<file path="config.mk">
export PLATFORM = sky130hd
export DESIGN_NAME = pio_bank
export DESIGN_NICKNAME = d
export VERILOG_FILES = /design/src/rtl/pio_pkg.sv /design/src/rtl/pio_sync.sv /design/src/rtl/pio_port_regs.sv /design/src/rtl/pio_irq_unit.sv /design/src/rtl/pio_bank.sv
export SDC_FILE = /design/constraint.sdc
export NUM_CORES = 1
export LEC_CHECK = 0
export BUFFER_PORTS_ARGS = -buffer_cell sky130_fd_sc_hd__buf_4
export CELL_PAD_IN_SITES_DETAIL_PLACEMENT = 2
export CELL_PAD_IN_SITES_GLOBAL_PLACEMENT = 2
export CORE_AREA = 2 2 206 208
export CTS_CLUSTER_DIAMETER = 120
export DETAILED_ROUTE_END_ITERATION = 8
export DIE_AREA = 0 0 208 210
export PLACE_DENSITY_LB_ADDON = 0.15
export SLEW_MARGIN = 10
export SYNTH_ARGS = -nofsm -noshare
export SYNTH_HDL_FRONTEND = slang
export SYNTH_SLANG_ARGS = --single-unit
</file>
<file path="constraint.sdc">
create_clock -name clk -period 1.63 [get_ports clk]
set_input_delay 0.163 -clock clk [delete_from_list [all_inputs] [get_ports clk]]
set_output_delay 0.163 -clock clk [all_outputs]
set_load 0.02 [all_outputs]
</file>
<file path="src/rtl/pio_pkg.sv">
package pio_pkg;

  localparam int TRIG_W = 3;

  typedef enum logic [TRIG_W-1:0] {
    TRIG_OFF  = 3'd0,
    TRIG_HIGH = 3'd1,
    TRIG_LOW  = 3'd2,
    TRIG_SET  = 3'd3,
    TRIG_RISE = 3'd4,
    TRIG_FALL = 3'd5,
    TRIG_ANY  = 3'd6,
    TRIG_RSVD = 3'd7
  } trig_e;

  // True when the trigger code latches events
  function automatic logic trig_is_edge(input logic [TRIG_W-1:0] code);
    trig_e t;
    t = trig_e'(code);
    return (t == TRIG_RISE) || (t == TRIG_FALL) || (t == TRIG_ANY);
  endfunction

  // Event detected this cycle for one pin
  function automatic logic trig_edge_hit(input logic [TRIG_W-1:0] code,
                                         input logic cur, input logic prev);
    logic hit;
    case (trig_e'(code))
      TRIG_RISE: hit = cur & ~prev;
      TRIG_FALL: hit = ~cur & prev;
      TRIG_ANY:  hit = cur ^ prev;
      default:   hit = 1'b0;
    endcase
    return hit;
  endfunction

  // Status bit seen by software for one pin
  function automatic logic trig_status(input logic [TRIG_W-1:0] code,
                                       input logic cur, input logic held);
    logic st;
    case (trig_e'(code))
      TRIG_HIGH: st = cur;
      TRIG_LOW:  st = ~cur;
      TRIG_SET:  st = 1'b1;
      TRIG_RISE, TRIG_FALL, TRIG_ANY: st = held;
      default:   st = 1'b0;
    endcase
    return st;
  endfunction

endpackage

</file>
<file path="src/rtl/pio_sync.sv">
module pio_sync #(
  parameter int W = 8
) (
  input  logic         clk,
  input  logic         rst_n,
  input  logic [W-1:0] d,
  output logic [W-1:0] q
);

  logic [W-1:0] meta_q;

  always_ff @(posedge clk or negedge rst_n) begin
    if (!rst_n) begin
      meta_q <= '0;
      q      <= '0;
    end else begin
      meta_q <= d;
      q      <= meta_q;
    end
  end

  // cycles since reset, saturating, so $past never reaches before reset
  logic [1:0] age_q;
  always_ff @(posedge clk or negedge rst_n) begin
    if (!rst_n) age_q <= '0;
    else if (age_q != 2'd3) age_q <= age_q + 2'd1;
  end

  assert_sync_delay_R4: assert property (@(posedge clk) disable iff (!rst_n)
    (age_q == 2'd3) |-> (q == $past(d, 2)));

endmodule

</file>
<file path="src/rtl/pio_port_regs.sv">
module pio_port_regs #(
  parameter int W = 18
) (
  input  logic         clk,
  input  logic         rst_n,
  input  logic         wr_dout,
  input  logic         wr_oe,
  input  logic [W-1:0] wdata,
  output logic [W-1:0] dout,
  output logic [W-1:0] oe
);

  always_ff @(posedge clk or negedge rst_n) begin
    if (!rst_n) begin
      dout <= '0;
      oe   <= '0;
    end else begin
      if (wr_dout) dout <= wdata;
      if (wr_oe)   oe   <= wdata;
    end
  end

  assert_oe_hold_R2: assert property (@(posedge clk) disable iff (!rst_n)
    !wr_oe |=> $stable(oe));
  assert_dout_hold_R2: assert property (@(posedge clk) disable iff (!rst_n)
    !wr_dout |=> $stable(dout));

endmodule

</file>
<file path="src/rtl/pio_irq_unit.sv">
module pio_irq_unit
  import pio_pkg::*;
#(
  parameter int N = 8
) (
  input  logic                clk,
  input  logic                rst_n,
  input  logic [N-1:0]        pin_s,
  input  logic [N*TRIG_W-1:0] modes,
  input  logic [N-1:0]        mask,
  input  logic                ack_we,
  input  logic [N-1:0]        ack_bits,
  output logic [N-1:0]        masked,
  output logic                irq
);

  logic [N-1:0] prev_q;
  logic [N-1:0] sticky_q;
  logic [N-1:0] edge_evt;   // event seen this cycle
  logic [N-1:0] ack_hit;    // acknowledge per pin
  logic [N-1:0] status;

  assign ack_hit = ack_we ? ack_bits : '0;

  always_ff @(posedge clk or negedge rst_n) begin
    if (!rst_n) prev_q <= '0;
    else        prev_q <= pin_s;
  end

  for (genvar i = 0; i < N; i++) begin : g_pin
    assign edge_evt[i] = trig_edge_hit(modes[i*TRIG_W +: TRIG_W], pin_s[i], prev_q[i]);
    assign status[i]   = trig_status(modes[i*TRIG_W +: TRIG_W], pin_s[i], sticky_q[i]);

    assert_edge_latch_R7: assert property (@(posedge clk) disable iff (!rst_n)
      edge_evt[i] |=> sticky_q[i]);
    assert_sticky_hold_R7: assert property (@(posedge clk) disable iff (!rst_n)
      (sticky_q[i] && !ack_hit[i]) |=> sticky_q[i]);
    assert_ack_clears_R8: assert property (@(posedge clk) disable iff (!rst_n)
      (ack_hit[i] && !edge_evt[i]) |=> !sticky_q[i]);
    assert_edge_only_mode_R7: assert property (@(posedge clk) disable iff (!rst_n)
      edge_evt[i] |-> trig_is_edge(modes[i*TRIG_W +: TRIG_W]));
  end

  // new events win over a same-cycle acknowledge
  always_ff @(posedge clk or negedge rst_n) begin
    if (!rst_n) sticky_q <= '0;
    else        sticky_q <= (sticky_q & ~ack_hit) | edge_evt;
  end

  assign masked = status & mask;
  assign irq    = |masked;

  assert_irq_needs_mask_R9: assert property (@(posedge clk) disable iff (!rst_n)
    irq |-> (mask != '0));

endmodule

</file>
<file path="src/rtl/pio_bank.sv">
module pio_bank
  import pio_pkg::*;
#(
  parameter int A_W      = 8,
  parameter int W_W      = 18,
  parameter int NUM_WIDE = 4,
  parameter int DATA_W   = 32,
  parameter int ADDR_W   = 5
) (
  input  logic                    clk,
  input  logic                    rst_n,
  input  logic                    bus_we,
  input  logic [ADDR_W-1:0]       bus_addr,
  input  logic [DATA_W-1:0]       bus_wdata,
  output logic [DATA_W-1:0]       bus_rdata,
  input  logic [A_W-1:0]          pin_a_in,
  output logic [A_W-1:0]          pin_a_out,
  output logic [A_W-1:0]          pin_a_oe,
  input  logic [NUM_WIDE*W_W-1:0] pin_w_in,
  output logic [NUM_WIDE*W_W-1:0] pin_w_out,
  output logic [NUM_WIDE*W_W-1:0] pin_w_oe,
  output logic                    irq
);

  localparam int NUM_PORTS = NUM_WIDE + 1;
  localparam int MODE_W    = A_W * TRIG_W;
  localparam int SEL_W     = ADDR_W - 2;
  localparam logic [ADDR_W-1:0] ADR_MODE = ADDR_W'(NUM_PORTS * 4);
  localparam logic [ADDR_W-1:0] ADR_MASK = ADDR_W'(NUM_PORTS * 4 + 1);
  localparam logic [ADDR_W-1:0] ADR_STAT = ADDR_W'(NUM_PORTS * 4 + 2);
  localparam logic [ADDR_W-1:0] ADR_ACK  = ADDR_W'(NUM_PORTS * 4 + 3);

  logic [NUM_PORTS-1:0] wr_dout, wr_oe;
  logic [DATA_W-1:0]    dout_x [NUM_PORTS];
  logic [DATA_W-1:0]    oe_x   [NUM_PORTS];
  logic [DATA_W-1:0]    din_x  [NUM_PORTS];

  logic [A_W-1:0]          sync_a;
  logic [NUM_WIDE*W_W-1:0] sync_w;
  logic [MODE_W-1:0]       mode_q;
  logic [A_W-1:0]          mask_q;
  logic [A_W-1:0]          masked;
  logic                    ack_we;
  logic [SEL_W-1:0]        sel_port;
  logic [1:0]              sel_ofs;

  assign sel_port = bus_addr[ADDR_W-1:2];
  assign sel_ofs  = bus_addr[1:0];
  assign ack_we   = bus_we && (bus_addr == ADR_ACK);

  pio_sync #(.W(A_W)) u_sync_a (
    .clk(clk), .rst_n(rst_n), .d(pin_a_in), .q(sync_a)
  );
  pio_sync #(.W(NUM_WIDE*W_W)) u_sync_w (
    .clk(clk), .rst_n(rst_n), .d(pin_w_in), .q(sync_w)
  );

  for (genvar p = 0; p < NUM_PORTS; p++) begin : g_port
    assign wr_dout[p] = bus_we && (bus_addr == ADDR_W'(p * 4));
    assign wr_oe[p]   = bus_we && (bus_addr == ADDR_W'(p * 4 + 1));
    if (p == 0) begin : g_narrow
      pio_port_regs #(.W(A_W)) u_regs (
        .clk(clk), .rst_n(rst_n),
        .wr_dout(wr_dout[p]), .wr_oe(wr_oe[p]),
        .wdata(bus_wdata[A_W-1:0]),
        .dout(pin_a_out), .oe(pin_a_oe)
      );
      assign dout_x[p] = DATA_W'(pin_a_out);
      assign oe_x[p]   = DATA_W'(pin_a_oe);
      assign din_x[p]  = DATA_W'(sync_a);
    end else begin : g_wide
      pio_port_regs #(.W(W_W)) u_regs (
        .clk(clk), .rst_n(rst_n),
        .wr_dout(wr_dout[p]), .wr_oe(wr_oe[p]),
        .wdata(bus_wdata[W_W-1:0]),
        .dout(pin_w_out[(p-1)*W_W +: W_W]), .oe(pin_w_oe[(p-1)*W_W +: W_W])
      );
      assign dout_x[p] = DATA_W'(pin_w_out[(p-1)*W_W +: W_W]);
      assign oe_x[p]   = DATA_W'(pin_w_oe[(p-1)*W_W +: W_W]);
      assign din_x[p]  = DATA_W'(sync_w[(p-1)*W_W +: W_W]);
    end
  end

  always_ff @(posedge clk or negedge rst_n) begin
    if (!rst_n) begin
      mode_q <= '0;
      mask_q <= '0;
    end else if (bus_we) begin
      if (bus_addr == ADR_MODE) mode_q <= bus_wdata[MODE_W-1:0];
      if (bus_addr == ADR_MASK) mask_q <= bus_wdata[A_W-1:0];
    end
  end

  pio_irq_unit #(.N(A_W)) u_irq (
    .clk(clk), .rst_n(rst_n),
    .pin_s(sync_a), .modes(mode_q), .mask(mask_q),
    .ack_we(ack_we), .ack_bits(bus_wdata[A_W-1:0]),
    .masked(masked), .irq(irq)
  );

  always_comb begin
    bus_rdata = '0;
    if (bus_addr == ADR_MODE)      bus_rdata = DATA_W'(mode_q);
    else if (bus_addr == ADR_MASK) bus_rdata = DATA_W'(mask_q);
    else if (bus_addr == ADR_STAT) bus_rdata = DATA_W'(masked);
    else begin
      for (int p = 0; p < NUM_PORTS; p++) begin
        if (sel_port == SEL_W'(p)) begin
          case (sel_ofs)
            2'd0:    bus_rdata = dout_x[p];
            2'd1:    bus_rdata = oe_x[p];
            2'd2:    bus_rdata = din_x[p];
            default: bus_rdata = '0;
          endcase
        end
      end
    end
  end

  // a pin set to the constant-one code and unmasked must hold the line high
  for (genvar i = 0; i < A_W; i++) begin : g_chk
    assert_set_code_irq_R9: assert property (@(posedge clk) disable iff (!rst_n)
      (mode_q[i*TRIG_W +: TRIG_W] == TRIG_SET && mask_q[i]) |-> irq);
    assert_off_code_quiet_R5: assert property (@(posedge clk) disable iff (!rst_n)
      ((mode_q[i*TRIG_W +: TRIG_W] == TRIG_OFF || mode_q[i*TRIG_W +: TRIG_W] == TRIG_RSVD)
       && mask_q == A_W'(1 << i)) |-> !irq);
  end

  assert_ack_reads_zero_R10: assert property (@(posedge clk) disable iff (!rst_n)
    (bus_addr == ADR_ACK) |-> (bus_rdata == '0));

endmodule

</file>
# After elaboration in Yosys (flattened, before gate mapping)
# Index checks and enable logic that the tools add are counted.
# W data, S select, Z words.
# totals
ff_bits	368
latchBits	0
ramBits	0
romBits	0
in_bits	120
output_inout_bits	193
elab_cells	184
memories	0
# classes
addsub	0
n_mul	0
div_mod_pow	0
order_cmp	0
n_eq_ne	67
n_shift	0
muxes	30
bitwise_logic	44
reduce_logical	25
# ops
op	n
$mux W32	7
$pmux W18 S3	4
$eq A3 B3 Y1 const B	25
$eq A3 B2 Y1 const B	18
$pmux W1 S4	8
$eq A5 B5 Y1 const B	6
$eq A3 B1 Y1 const B	9
$pmux W1 S3	8
$pmux W8 S3	1
$reduce_or A3 Y1	8
$eq A5 B4 Y1 const B	4
$and A1 B1 Y1	16
$and A8 B8 Y8	2
$mux W8	2
$not A1 Y1	16
$logic_and A1 B1 Y1	11
$eq A5 B3 Y1 const B	2
$not A8 Y8	1
$or A8 B8 Y8	1
$reduce_or A8 Y1	1
$xor A1 B1 Y1	8
$eq A5 B1 Y1 const B	1
$logic_not A5 Y1	1
$reduce_and A2 Y1	2
4 further kinds	4

# Logic depth before layout (Yosys ltp)
# Gate-level depths: netlist of the first run.
# depth
depth_word	10
mapped_depth	9
depth_no_buf	6

# Cells and area by module
# Synthesis of the first run repeated with hierarchy kept, for this count alone.
# unflattened
hier_cells	1135
hier_area_um2	15979.1
# by_module_without_submodules
module	n_inst	cells_per_inst	area_per_inst_um2	seq_area_each_um2
pio_port_regs (g_port[1].g_wide.u_regs ...)	4	76	1443.9	900.9
pio_bank	1	497	4282.9	800.8
pio_sync (u_sync_w)	1	144	3603.5	3603.5
pio_irq_unit	1	140	1253.7	400.4
pio_port_regs (g_port[0].g_narrow.u_regs)	1	34	663.1	400.4
pio_sync (u_sync_a)	1	16	400.4	400.4

# Least setup slack after synthesis of the first run
# No wires, ideal clock.
# synth_path
path_kind	input to output
start	in bus_addr[3]
end	out bus_rdata[0]
t_arrival_ns	1.538
t_required_ns	1.467
path_slack_ns	-0.071
cell_stages	8
n_path_buf	3
path_cell_list	buf_4 nand2b_1 or2_1 buf_2 buf_2 a21oi_1 a221o_1 o22ai_1
# synth_between
elab_chain_cells	9
word_cells_on_any_way	16
classes_between	7 x eq/ne; 8 x mux; 1 x reduce/logical
# synth_rtl
element	line	text
start, declared	pio_bank.sv:13	input logic [ADDR_W-1:0] bus_addr,
$logic_not A3 Y1	pio_bank.sv:108	if (sel_port == SEL_W'(p)) begin
$mux W8	pio_bank.sv:108	
$mux W32 (4 in a row)	pio_bank.sv:108	
$mux W32	pio_bank.sv:105	else if (bus_addr == ADR_STAT) bus_rdata = DATA_W'(masked);
$mux W32	pio_bank.sv:104	else if (bus_addr == ADR_MASK) bus_rdata = DATA_W'(mask_q);
$mux W32 *	pio_bank.sv:103	if (bus_addr == ADR_MODE) bus_rdata = DATA_W'(mode_q);
end, declared	pio_bank.sv:15	output logic [DATA_W-1:0] bus_rdata,
# Mark *: on every way between the ends. The rest lies on a longest branch, timed or not.

# Worst setup path after layout of the first run
# layout_path
start	reg u_sync_a.q[7]
end	out bus_rdata[7]
# layout_between
elab_chain_cells	9
word_cells_on_any_way	12
classes_between	10 x mux; 2 x bitwise
# layout_rtl
element	line	text
start, declared	pio_sync.sv:7	output logic [W-1:0] q
start signal, assigned	pio_sync.sv:18	q <= meta_q;
$pmux W8 S3	pio_bank.sv:109	case (sel_ofs)
$mux W8	pio_bank.sv:108	
$mux W32 (4 in a row)	pio_bank.sv:108	
$mux W32 *	pio_bank.sv:105	
$mux W32 *	pio_bank.sv:104	
$mux W32 *	pio_bank.sv:103	
# Marks and branches as above.

==> impl_metrics.yaml, run 1 <==
status:
  run_status: "finished with violations"
  failed_checks: "setup timing"
clock_network:
  root_buffer: "sky130_fd_sc_hd__clkbuf_16"
  tritoncts.num_buffers: 43
  ctsHtreeMaxLevel: 2
  cts_num_sinks: 368
  clkTransAtPathRegs_ns: 0.06
  tritoncts: "yes"
  insertion_delay_ns: 0.57
  cts-root-to-sink-buffers: 3
global_route:
  antenna_found_initial: 4
  pin_count_of_the_biggest_net_entering_global_routing: 54
  first_global_vias: 14350
  globalRouteTotalUtil: 0.3065
  global_route_wire_length_before_repair_mm: 98.32
  residual_overflow_from_global_routing: 0
die:
  num_io_pins: 313
  effective_utilization_at_floorplan: 0.3657
  die_width_um: 208
  die_height_um: 210
  design.core.area_um2: 41480
  fp.dieArea_um2: 43680
  num_rows: 75
place:
  port-buffer-count: 296
  placed_area_um2: 19540
  place_congestion: 0.8571
  dp.cells: 2098
  hpwl_after_detailed_placement_mm: 40.78
logic_synthesis:
  async_set_reset_flop_share_out_of_synthesis: 1.000
  syn-instance-count: 1129
  syn_avg_cell_area_um2: 13.43
  number_of_synthesized_flops_with_an_enable_pin: 0
  synth-warning-count: 0
  yosys_most_used_dff: "sky130_fd_sc_hd__dfrtp_1"
  synth.ff_latch_count: 368
  ys_types: 50
  synthesized_area_um2: 15170
  seq_area_frac_synth: 0.6072
timing:
  worst_slack_ns: -0.6208
  clock_skew_ns: 0.02045
  setup_viol_count_final: 19
  slew_viol_final: 0
  fin_crit_sh: 1.381
  finalCriticalPeriod_ns: 2.251
  fmax_mhz: 444.3
  finalHoldViolations: 0
  rsz0062_at_grt: "true"
detailed_routing:
  ant_nets: 0
  routed_wirelength_mm: 68.70
  total_iterations_of_the_first_detailed_routing_run: 5
  detailroute.via_count: 12320
  drc: 0
  routedWlPerCell_um: 29.54
  initialDrtViolationCount: 617
  viasPerCell: 5.298
cells_and_area:
  most-common-layout-cells: "sky130_fd_sc_hd__buf_4, sky130_fd_sc_hd__dfrtp_1, sky130_fd_sc_hd__mux2_2"
  fillCellCount: 3846
  fin_cells: 2326
  area_growth_pct: 49.72
  layout.cells.most_common: "sky130_fd_sc_hd__buf_4"
  num-nets-final: 1892
  drive_above_1_share: 0.4980
  final_area_um2: 22710
worst_setup_path:
  critPathCaptureType: "output pin"
  cp_data_required_time_ns: 1.47
  timing.critical_path.fanout_max: 3
  worst-endpoint-arrival_ns: 2.09
  worst_setup_path_start_kind: "register"
  crit_type: "register to output pin"
power:
  worst_ir_drop_vdd_mv: 1.027
  p_leak_nw: 10.91
  power.density_cell_area_nw_per_um2: 1290
run:
  drv.max_cap_violation_count: 0
hold_path:
  path_type_of_the_worst_min_delay_path: "input pin to register"
[per-layer routing]
layer | vias up | wire, um | track usage
li1 | 5246 | - | -
met1 | 6501 | 27950 | 0.3778
met3 | 155 | 2878 | 0.05021
met5 | - | 0 | 0
met2 | 422 | 35070 | 0.5372
met4 | 0 | 2800 | 0.1247
[Yosys cell counts (5+ instances only)]
master,count,share of area
sky130_fd_sc_hd__nand3_1,11,0.0036
sky130_fd_sc_hd__a22o_1,8,0.0046
sky130_fd_sc_hd__a22oi_1,11,0.0054
sky130_fd_sc_hd__mux2i_1,99,0.065
sky130_fd_sc_hd__inv_1,21,0.0052
sky130_fd_sc_hd__buf_6,5,0.0037
sky130_fd_sc_hd__clkbuf_1,27,0.0067
sky130_fd_sc_hd__dfrtp_1,368,0.61
sky130_fd_sc_hd__a21oi_1,22,0.0073
sky130_fd_sc_hd__o211ai_1,37,0.018
sky130_fd_sc_hd__buf_4,25,0.012
sky130_fd_sc_hd__nor2_1,18,0.0045
sky130_fd_sc_hd__and2_1,6,0.0025
sky130_fd_sc_hd__mux2_2,194,0.14
sky130_fd_sc_hd__buf_2,17,0.0056
sky130_fd_sc_hd__nand2_1,93,0.023
sky130_fd_sc_hd__nand3b_1,7,0.0035
sky130_fd_sc_hd__o22ai_1,8,0.0033
sky130_fd_sc_hd__o221ai_1,5,0.0029
sky130_fd_sc_hd__nand2b_1,9,0.0037
sky130_fd_sc_hd__and3_1,8,0.0033
sky130_fd_sc_hd__nand4_1,7,0.0029
sky130_fd_sc_hd__ha_1,16,0.013
sky130_fd_sc_hd__o21ai_0,59,0.019
sky130_fd_sc_hd__o22a_1,7,0.0040
[flip-flops by register name, indices dropped and copies added (netlist names), 24 cells and up]
| register | cells |
|---|---|
| g_port.g_wide.u_regs.dout | 72 |
| g_port.g_wide.u_regs.oe | 72 |
| mode_q | 24 |
| u_sync_w.meta_q | 72 |
| u_sync_w.q | 72 |
[critical path: stages (launching register included)]
cell,delay [ns]
sky130_fd_sc_hd__dfrtp_2,0.43
sky130_fd_sc_hd__mux2i_4,0.27
sky130_fd_sc_hd__mux2i_4,0.11
sky130_fd_sc_hd__a31oi_1,0.18
sky130_fd_sc_hd__nor2_1,0.06
sky130_fd_sc_hd__a211o_1,0.31
sky130_fd_sc_hd__buf_6,0.16
[worst paths after layout]
check | cells after the start | startpoint | endpoint | slack, ns
max in group asynchronous | 3 | rst_n | mode_q[22] | 0.80
hold / removal | 2 | bus_wdata[1] | g_port[3].g_wide.u_regs.oe[1] | 0.02
setup / recovery | 6 | u_sync_a.q[7] | bus_rdata[7] | -0.62
min in group asynchronous | 2 | rst_n | u_sync_w.meta_q[55] | 0.10
hold reg to reg | 0 | u_sync_w.meta_q[26] | u_sync_w.q[26] | 0.35
setup reg to reg | 8 | u_sync_a.q[3] | u_irq.sticky_q[3] | 0.07
[report_power, final]
part           internal, mW  leakage (nW)  switching (mW)
Sequential             10.4          4.48            1.16
Clock                  6.04         0.707            4.08
Combinational          3.70          5.73            3.95
[through the flow]
stage	setup TNS (ns)	hold WS (ns)	setup slack [ns]	util	total power, mW
after floorplan	-0.3018	-0.1326	-0.07124	-	14.21
after CTS	-8.172	0.003040	-0.6219	0.5428	28.75
final	-9.121	0.02369	-0.6208	0.5475	29.30
after global placement	-7.276	0.1155	-0.2009	0.4712	17.74
after detailed placement	-12.34	0.1186	-0.2533	0.4712	18.00
after global routing	-10.31	0.02361	-0.6633	0.5474	30.31
[layout make-up]
class | count | area, um2 | area share
Antenna cell | 2 | 5.005 | 0.0002204
Inverter | 21 | 78.83 | 0.003471
Clock inverter | 14 | 201.4 | 0.008871
Multi-Input combinational cell | 671 | 5744 | 0.2530
Tap cell | 539 | 674.4 | 0.02970
Timing Repair Buffer | 651 | 5555 | 0.2446
Sequential cell | 368 | 9219 | 0.4060
Clock buffer | 60 | 1230 | 0.05416
[repair_timing]
action,4_1_cts,5_1_grt
setup endpoints to repair,19,26
hold buffers,99,0
buffers inserted,40,15
hold endpoints to repair,553,0
pin swaps,36,32
resized for setup,82,29
[kinds of logic after synthesis]
group,Yosys count,synth area share
compound gates,170,0.07268
fa+ha+maj,16,0.01320
buf+inv,97,0.03407
flops,368,0.6072
mux,293,0.2094
other cells,1,0.0002472
simple gates,184,0.06327
No activity file was read; power rests on OpenSTA's default activity.
==> run 2: changes to the inputs <==
- CTS_BUF_LIST: default -> sky130_fd_sc_hd__clkbuf_8 sky130_fd_sc_hd__clkbuf_16
==> impl_metrics.yaml, run 2 (synthesized netlist as in run 1, its figures left out) <==
cells_and_area:
  area_growth_pct: 49.72
  fin_cells: 2326
  most-common-layout-cells: "sky130_fd_sc_hd__buf_4, sky130_fd_sc_hd__dfrtp_1, sky130_fd_sc_hd__mux2_2"
  num-nets-final: 1892
  fillCellCount: 3846
  drive_above_1_share: 0.4980
  layout.cells.most_common: "sky130_fd_sc_hd__buf_4"
die:
  num_io_pins: 313
  die_height_um: 210
  design.core.area_um2: 41480
  fp.dieArea_um2: 43680
  effective_utilization_at_floorplan: 0.3657
  die_width_um: 208
  num_rows: 75
global_route:
  first_global_vias: 14350
  antenna_found_initial: 4
  globalRouteTotalUtil: 0.3065
  residual_overflow_from_global_routing: 0
  pin_count_of_the_biggest_net_entering_global_routing: 54
  global_route_wire_length_before_repair_mm: 98.34
worst_setup_path:
  timing.critical_path.fanout_max: 3
  worst-endpoint-arrival_ns: 2.09
  register_to_register_setup_slack_ns: 0.06
  cp_data_required_time_ns: 1.47
  crit_type: "register to output pin"
  worst_path_dominant_cell_family: "compound AO/OA/AOI/OAI gates"
  worstSetupPathDepth: 6
  critPathCaptureType: "output pin"
  max_stage_delay_ns: 0.43
  critical_path_buf_inv_count: 1
  r2r.worst_path.cells: 8
  critical-path-top-cell-by-count: "sky130_fd_sc_hd__mux2i_4"
  worst_setup_path_start_kind: "register"
  timing.critical_path.slowest_stage_cell: "sky130_fd_sc_hd__dfrtp_2"
  critical_path.cell_chain: "mux2i_4 > mux2i_4 > a31oi_1 > nor2_1 > a211o_1 > buf_6"
clock_network:
  tritoncts: "yes"
  root_buffer: "sky130_fd_sc_hd__clkbuf_16"
  ctsHtreeMaxLevel: 2
  cts-root-to-sink-buffers: 3
  insertion_delay_ns: 0.57
  tritoncts.num_buffers: 43
  cts_num_sinks: 368
  clkTransAtPathRegs_ns: 0.06
place:
  place_congestion: 0.8571
  dp.cells: 2098
  port-buffer-count: 296
  hpwl_after_detailed_placement_mm: 40.78
detailed_routing:
  routed_wirelength_mm: 68.78
  total_iterations_of_the_first_detailed_routing_run: 5
  detailroute.via_count: 12260
  initialDrtViolationCount: 618
  drc: 0
  ant_nets: 0
  routedWlPerCell_um: 29.57
  viasPerCell: 5.270
power:
  p_leak_nw: 10.95
  comb_power_share: 0.262
  internal_power_mw: 20.06
  power.density_cell_area_nw_per_um2: 1288
  total_switching_power_mw: 9.189
  clock_power_share: 0.344
  worst_ir_drop_vdd_mv: 1.023
  seq_power_share: 0.394
  p_sw_frac: 0.3142
timing:
  finalHoldViolations: 0
  fmax_mhz: 443.0
  slew_viol_final: 0
  finalCriticalPeriod_ns: 2.258
  clock_skew_ns: 0.01812
  rsz0062_at_grt: "true"
  tns_ns: -9.151
  setup_viol_count_final: 19
  worst_slack_ns: -0.6276
  fin_crit_sh: 1.385
run:
  drv.max_cap_violation_count: 0
hold_path:
  path_type_of_the_worst_min_delay_path: "input pin to register"
  min_delay_path_depth: 2
status:
  run_status: "finished with violations"
  failed_checks: "setup timing"
==> run 2: cell types whose count changed in the layout (fill, tap and decap cells not counted), sizes merged <==
cell and delta:
clkbuf -8, inv +8
==> run 2: layer usage <==
| layer | vias to the layer above | global-route usage | wire length [um] |
|---|---|---|---|
| li1 | 5241 | - | - |
| met1 | 6491 | 0.3781 | 28060 |
| met2 | 385 | 0.5366 | 35240 |
| met3 | 140 | 0.05021 | 2827 |
| met4 | 0 | 0.1255 | 2651 |
| met5 | - | 0 | 0 |
==> run 2: stage by stage <==
step	utilization	power (mW)	setup slack, ns	hold slack, ns	instance area, um2
after floorplan	-	14.21	-0.07124	-0.1326	15190
after global placement	0.4712	17.74	-0.2009	0.1155	19540
after detailed placement	0.4712	18.00	-0.2533	0.1186	19540
after CTS	0.5428	28.70	-0.6219	0.003040	22510
after global routing	0.5474	30.26	-0.6633	0.02361	22710
final	0.5475	29.25	-0.6276	0.02562	22710
==> run 2: final timing paths <==
kind,to,start
hold reg to reg,u_sync_w.q[26],u_sync_w.meta_q[26]
setup / recovery,bus_rdata[7],u_sync_a.q[7]
max in group asynchronous,mode_q[22],rst_n
min in group asynchronous,u_sync_w.meta_q[55],rst_n
hold / removal,g_port[3].g_wide.u_regs.oe[1],bus_wdata[1]
setup reg to reg,u_irq.sticky_q[3],u_sync_a.q[3]
==> run 2: area by class of cell <==
type / instances / area, um2 / area share
clock buffer: 52 / 1200 / 0.05284
clock inverter: 22 / 231.5 / 0.01019
inverter: 21 / 78.83 / 0.003471
timing repair buffer: 651 / 5555 / 0.2446
tap: 539 / 674.4 / 0.02970
multi-input combinational: 671 / 5744 / 0.2530
sequential: 368 / 9219 / 0.4060
antenna: 2 / 5.005 / 0.0002204
==> run 2: what timing repair did <==
item                                    4_1_cts  5_1_grt
endpoints found under the setup margin       19       26
gates resized for setup                      82       29
setup buffers                                40       15
hold endpoints to repair                    553        0
hold buffers                                 99        0
pin swaps                                    36       32
==> run 2: power groups by stage <==
stage | Sequential (mW) | Clock (mW) | Combinational [mW]
global route | 11.6 | 10.6 | 8.03
CTS | 11.4 | 10.1 | 7.23
finish | 11.5 | 10.1 | 7.65
detailed placement | 11.6 | 0 | 6.42
global placement | 11.5 | 0 | 6.22
floorplan | 12.2 | 0 | 2.00
